$ cat config.mk
export PLATFORM = sky130hd
export DESIGN_NAME = hp_mode_ctrl
export DESIGN_NICKNAME = d
export VERILOG_FILES = /design/src/rtl/hpm_pkg.sv /design/src/rtl/hpm_sync.sv /design/src/rtl/hpm_debounce.sv /design/src/rtl/hpm_decode.sv /design/src/rtl/hp_mode_ctrl.sv
export SDC_FILE = /design/constraint.sdc
export NUM_CORES = 1
export LEC_CHECK = 0
export ABC_AREA = 1
export ABC_CLOCK_PERIOD_IN_PS = 1100
export BUFFER_PORTS_ARGS = -buffer_cell sky130_fd_sc_hd__clkbuf_2
export CAP_MARGIN = 30
export CORE_UTILIZATION = 45
export CTS_CLUSTER_SIZE = 8
export DETAILED_ROUTE_END_ITERATION = 12
export GPL_ROUTABILITY_DRIVEN = 0
export PLACE_DENSITY = 0.76
export SYNTH_ARGS = -nofsm -noshare
export SYNTH_HDL_FRONTEND = slang
export SYNTH_SLANG_ARGS = --single-unit
$ cat constraint.sdc
create_clock -name clk -period 1.1 [get_ports clk]
set_clock_uncertainty 0.05 [all_clocks]
set_input_delay 0.055 -clock clk [delete_from_list [all_inputs] [get_ports clk]]
set_output_delay 0.055 -clock clk [all_outputs]
set_load 0.02 [all_outputs]
$ cat src/rtl/hpm_pkg.sv
package hpm_pkg;

    typedef struct packed {
        logic pwr_down;
        logic mode_se;
        logic gain_b;
        logic spk_mute;
        logic mute_l;
        logic mute_r;
        logic src_sel;
    } ctl_out_t;

    localparam ctl_out_t CTL_RESET = '0;

    typedef struct packed {
        logic     irq;
        ctl_out_t ctl;
    } top_state_t;

endpackage

$ cat src/rtl/hpm_sync.sv
module hpm_sync #(
    parameter int STAGES = 2
) (
    input  logic clk,
    input  logic rst_n,
    input  logic d,
    output logic q
);
    logic [STAGES-1:0] chain_d, chain_q;

    generate
        if (STAGES == 1) begin : g_one
            always_comb chain_d = d;
        end else begin : g_many
            always_comb chain_d = {chain_q[STAGES-2:0], d};
        end
    endgenerate

    always_ff @(posedge clk or negedge rst_n) begin
        if (!rst_n) chain_q <= '0;
        else        chain_q <= chain_d;
    end

    assign q = chain_q[STAGES-1];
endmodule

$ cat src/rtl/hpm_debounce.sv
module hpm_debounce #(
    parameter int HOLD = 1024
) (
    input  logic clk,
    input  logic rst_n,
    input  logic in_sync,
    output logic level,
    output logic flip
);
    localparam int CNT_W = (HOLD > 1) ? $clog2(HOLD) : 1;
    localparam logic [CNT_W-1:0] LAST = CNT_W'(HOLD - 1);

    typedef struct packed {
        logic             level;
        logic [CNT_W-1:0] cnt;
    } deb_t;

    deb_t st_d, st_q;
    logic differs, at_limit;

    always_comb begin
        st_d     = st_q;
        differs  = (in_sync != st_q.level);
        at_limit = (st_q.cnt == LAST);
        if (!differs) begin
            st_d.cnt = '0;
        end else if (at_limit) begin
            st_d.level = in_sync;
            st_d.cnt   = '0;
        end else begin
            st_d.cnt = st_q.cnt + 1'b1;
        end
    end

    always_ff @(posedge clk or negedge rst_n) begin
        if (!rst_n) st_q <= '0;
        else        st_q <= st_d;
    end

    assign level = st_q.level;
    assign flip  = differs && at_limit;
endmodule

$ cat src/rtl/hpm_decode.sv
module hpm_decode
    import hpm_pkg::*;
(
    input  logic     level,
    input  logic     cfg_sense_off,
    input  logic     cfg_hp_sel,
    input  logic     cfg_gain_b,
    input  logic     cfg_mute_l,
    input  logic     cfg_mute_r,
    input  logic     cfg_src_sel,
    input  logic     cfg_shutdown,
    output ctl_out_t ctl
);
    logic sel_se, sel_b;

    always_comb begin
        sel_se = cfg_sense_off ? cfg_hp_sel : level;
        sel_b  = cfg_sense_off ? cfg_gain_b : level;
        ctl    = CTL_RESET;
        if (cfg_shutdown) begin
            ctl.pwr_down = 1'b1;
            ctl.spk_mute = 1'b1;
            ctl.mute_l   = 1'b1;
            ctl.mute_r   = 1'b1;
        end else begin
            ctl.mode_se  = sel_se;
            ctl.gain_b   = sel_b;
            ctl.spk_mute = sel_se;
            ctl.mute_l   = cfg_mute_l;
            ctl.mute_r   = cfg_mute_r;
            ctl.src_sel  = cfg_src_sel;
        end
    end
endmodule

$ cat src/rtl/hp_mode_ctrl.sv
module hp_mode_ctrl
    import hpm_pkg::*;
#(
    parameter int SYNC_STAGES = 2,
    parameter int DEB_CYCLES  = 1024
) (
    input  logic clk,
    input  logic rst_n,
    input  logic sense_raw,
    input  logic cfg_sense_off,
    input  logic cfg_hp_sel,
    input  logic cfg_gain_b,
    input  logic cfg_mute_l,
    input  logic cfg_mute_r,
    input  logic cfg_src_sel,
    input  logic cfg_shutdown,
    input  logic stat_rd,
    output logic mode_se,
    output logic gain_b,
    output logic spk_mute,
    output logic mute_l,
    output logic mute_r,
    output logic src_sel,
    output logic pwr_down,
    output logic sense_level,
    output logic irq
);
    logic       sense_sync;
    logic       deb_level;
    logic       deb_flip;
    ctl_out_t   ctl_next;
    top_state_t st_d, st_q;

    hpm_sync #(.STAGES(SYNC_STAGES)) u_sync (
        .clk  (clk),
        .rst_n(rst_n),
        .d    (sense_raw),
        .q    (sense_sync)
    );

    hpm_debounce #(.HOLD(DEB_CYCLES)) u_deb (
        .clk    (clk),
        .rst_n  (rst_n),
        .in_sync(sense_sync),
        .level  (deb_level),
        .flip   (deb_flip)
    );

    hpm_decode u_dec (
        .level        (deb_level),
        .cfg_sense_off(cfg_sense_off),
        .cfg_hp_sel   (cfg_hp_sel),
        .cfg_gain_b   (cfg_gain_b),
        .cfg_mute_l   (cfg_mute_l),
        .cfg_mute_r   (cfg_mute_r),
        .cfg_src_sel  (cfg_src_sel),
        .cfg_shutdown (cfg_shutdown),
        .ctl          (ctl_next)
    );

    always_comb begin
        st_d     = st_q;
        st_d.ctl = ctl_next;
        if (deb_flip)     st_d.irq = 1'b1;
        else if (stat_rd) st_d.irq = 1'b0;
    end

    always_ff @(posedge clk or negedge rst_n) begin
        if (!rst_n) st_q <= '0;
        else        st_q <= st_d;
    end

    assign mode_se     = st_q.ctl.mode_se;
    assign gain_b      = st_q.ctl.gain_b;
    assign spk_mute    = st_q.ctl.spk_mute;
    assign mute_l      = st_q.ctl.mute_l;
    assign mute_r      = st_q.ctl.mute_r;
    assign src_sel     = st_q.ctl.src_sel;
    assign pwr_down    = st_q.ctl.pwr_down;
    assign sense_level = deb_level;
    assign irq         = st_q.irq;
endmodule

==> results <==
- The run finished, with violations left.
- The worst-skew pair later-pin latency is 0.30 ns.
- Once placement finished, the instance area stood at 0.00103 sq mm.
- Counting along the longest clock path gives a buffer depth of 2.
- In this run the number of H-tree levels came out at 1.
- Summed over all layers, the routed wires come to 1730 microns.
- In the layout the commonest cells are dfrtp_1, clkbuf_2, nand2_1, nor2_1, inv_1.
- The critical path runs through a total of 6 cells.
- The critical path's top delay family is flip-flops.
- The die width is 46.4 microns.
- The synthesized net count is 104.
- The post-synthesis share of cell area spent on and, or, nand and nor gates is 25.9%.
- The routed wirelength normalized by instance count is 11.1 microns.
- The critical setup path kind is flop to flop.
- The total area of sequential cells is 526 sq um.
- The tree is rooted in a clkbuf_4.
- Global routing consumed, over all layers together, roughly 18% of the routing resources.
- The commonest non-fill, non-tap cell in the layout is dfrtp_1.
- The worst setup margin is -0.120 ns.
- The final worst hold slack is 0.183 ns.
- The fraction of post-synthesis cell area in the top cell type by area is 59.2%.
- The tool flagged a number of max-cap violations equal to 0.
- Counting every instance in the synthesized netlist gives 92.
- The mean number of vias per cell is 4.70.
- The post-synthesis register bit count is 21.
- The total power of the final layout is 1.33 mW.
- The post-synthesis cell area is 888 sq um.
- After Yosys synthesis, XOR and XNOR cells account for ~3.8% of the synthesized area.
- The initial antenna violation count is 0.
- From synthesis to final layout, the design area changed by 38.2%.
- The floorplan row count is 15.
- STA classifies the critical path startpoint as a flop.
- The number of slew-limit violations in the final report is 0.
- The total CTS buffers is 3.
- The synthesized-area fraction occupied by ao, oa, aoi and oai cells is 4.65%.
- After synthesis, flip-flops and latches occupy 59.2% of the total area.
- The largest individual stage delay along the critical path comes from the cell dfrtp_1.
- The capture point of the worst reg-to-reg path is u_deb.st_q[4].
- Subtracting the final worst setup slack from the clock period gives 1.22 ns.
- The final reports fail on setup timing.
- Setup repair after global routing could not meet its margin everywhere.
- The number of cells on the worst reg-to-reg path is 6.
- The actual slew at the worst max-slew pin is 0.508 ns.
- In the final layout, the multi-input gates occupy 367 sq um.
- In this run the worst setup path terminates at u_deb.st_q[4].
- Timing analysis after detailed placement gives a worst setup slack of -0.125 ns.
- The maximum number of pins on one net before global-route repair is 22.
- The largest area contributor in the netlist is dfrtp_1.
- The fraction of layout instances using a drive strength above 1 is 35.4%.
- For this run, the detailed router's first-pass iteration total came to 4.
- The number of hold violations in the final report is 0.
- The final route contains 729 vias.
- The number of global-route vias before repair came to 670.
- The portion of synthesized area spent on multiplexers is 0%.
- The peak clock frequency supported by timing is 0.820 GHz.
- Dividing total power by cell area gives a power density of approximately 1100 mW/mm^2.
- The min-delay analysis places its worst path in the category primary input to asynchronous set/reset pin.
- The post-layout instance area is 0.00123 sq mm.
- The data arrival at the endpoint of the critical path is 1.38 ns.
- The number of placed cells counting well taps is between 100 and 150.
- The worst pin sits at a relative slew slack of 66.2%.
- The count of nets left with antenna violations once routing finished came out at 0.
- In this run the register-to-register setup slack is -0.12 ns.
- The count of input and output buffers is 19.
- Once layout is complete, the cells apart from fillers number around 160.
- The leakage power of the design is between 0.5 and 0.6 nW.
- The clock sink count is 21.
- The overall overflow remaining after global route is 0.
- Counting distinct cell types in the post-synthesis netlist gives 22.
- Of all nets on the critical path, the largest fanout is 4.
- The first-pass GRT wire length is 2600 microns.
- The most critical setup path has its startpoint at u_deb.st_q[0].
- VDD sags by at most 0.000882 V.
- The die is 46.4 microns tall.
- 0 antenna diodes ended up in the layout.
- The layout filler cell count is 141.
- The HPWL reported at the end of detailed placement is 1140 microns.
- Of the available clock period, the critical path in the final layout requires 111%.
- The total buffers and inverters traversed by the critical path is 1.
- The number of DRC violations after detailed routing is 0.
- In this design, the stage delay of the slowest critical-path cell is 0.38 ns.
- In this run the mean area of a mapped cell was around 9.7 sq um.
- The post-synthesis adder-cell area fraction is 1.41%.
- The number of warnings printed during yosys synthesis is 0.
- The endpoint kind of the worst setup timing path is a flop.
- The detailed router finished its first iteration with 4 violations.
- In this run the standard cell core region covers 0.00178 sq mm.
- The floorplan step defined a die boundary enclosing 0.00216 sq mm.
- After clock tree synthesis, the clock-pin slew on the worst setup and hold paths is 0.11 ns.
- The launch point of the worst reg-to-reg path is u_deb.st_q[0].
- Data on the critical path is required at its endpoint by 1.26 ns.
- TritonCTS built the clock tree.
- For the final routed database, the setup TNS stands at -1.15 ns.
- The number of I/O pins is 20.
- After the last flow step, the layout net total stands at 143.
- For this run, the share of the core covered by cells in the final layout is 68.8%.
- By area the synthesized netlist is led by dfrtp_1, nor2_1, nand2_1.
- Setup violations remaining at the end of the flow were counted as 11.
- By area, the combinational part of the netlist is dominated by simple AND/OR/NAND/NOR gates.
- The initial core utilization is 49.8%.
- Traced cell by cell, the critical path runs through ha_2 > nand2_4 > nor2_4 > buf_4 > xnor2_1 > nor2_1.
-- sequential cells by signal, summed over array words and instances (netlist names) --
signal	cells
mode_se	1
gain_b	1
mute_l	1
pwr_down	1
u_deb.st_q	10
spk_mute	1
u_sync.chain_q	2
mute_r	1
irq	1
u_deb.level	1
src_sel	1
-- worst register-to-register path, cell delays in order, from the launching register on --
cell and delay (ns):
dfrtp_1 0.38, ha_2 0.21, nand2_4 0.07, nor2_4 0.14, buf_4 0.13, xnor2_1 0.10
nor2_1 0.05
-- where the power goes --
part	leakage [nW]	total, mW	internal, mW	switching [mW]
Combinational	0.307	0.151	0.0720	0.0792
Clock	0.0150	0.370	0.142	0.229
Sequential	0.271	0.809	0.796	0.0126
-- layer usage --
layer  track usage, %  vias up  wire (microns)
met2             32.2       21             885
met3             2.35        4              68
met1             19.3      342             729
li1                 -      362               -
met4             14.1        0              42
met5                0        -               0
-- repair_timing --
| item | 4_1_cts | 5_1_grt |
|---|---|---|
| hold buffers | 10 | 0 |
| buffers inserted | 1 | 2 |
| pin swaps | 0 | 4 |
| gates resized for setup | 1 | 11 |
| setup endpoints to repair | 12 | 14 |
| hold endpoints to repair | 30 | 0 |
-- area by class of cell --
class                      count  share of cell area [%]
sequential                    21                    42.8
multi-input combinational     59                    29.9
timing repair buffer          34                    19.0
inverter                      12                    3.67
tap                           25                    2.55
clock buffer                   4                    2.14
-- cell families (layout without fill, tap and decap cells) --
kind of cell | count (synthesis) | in the layout
AO/OA/AOI/OAI | 8 | 8
XOR/XNOR | 3 | 3
adder cells (fa/ha/maj) | 1 | 1
buffers and inverters | 12 | 50
flip-flops | 21 | 21
AND/OR/NAND/NOR | 47 | 47
-- worst min-delay path by stage --
| stage | startpoint | end | slack, ns | cells after the start |
|---|---|---|---|---|
| finish | rst_n | u_deb.st_q[6] | 0.18 | 2 |
| global route | rst_n | u_deb.st_q[4] | 0.24 | 2 |
| global placement | rst_n | u_deb.st_q[6] | -0.006 | 1 |
| CTS | rst_n | u_deb.st_q[4] | 0.19 | 2 |
| floorplan | rst_n | gain_b | -0.29 | 0 |
| detailed placement | rst_n | u_deb.st_q[6] | -0.004 | 1 |
-- cells in the mapped netlist, drive strengths merged --
cell type	n
nor3b	1
nand3b	1
xor2	1
xnor2	2
nand3	6
dfrtp	21
nor3	1
a21oi	5
inv	12
or2	2
o21ai	2
nand2	16
o22ai	1
ha	1
nor2	20
No activity file was read; power rests on OpenSTA's default activity.
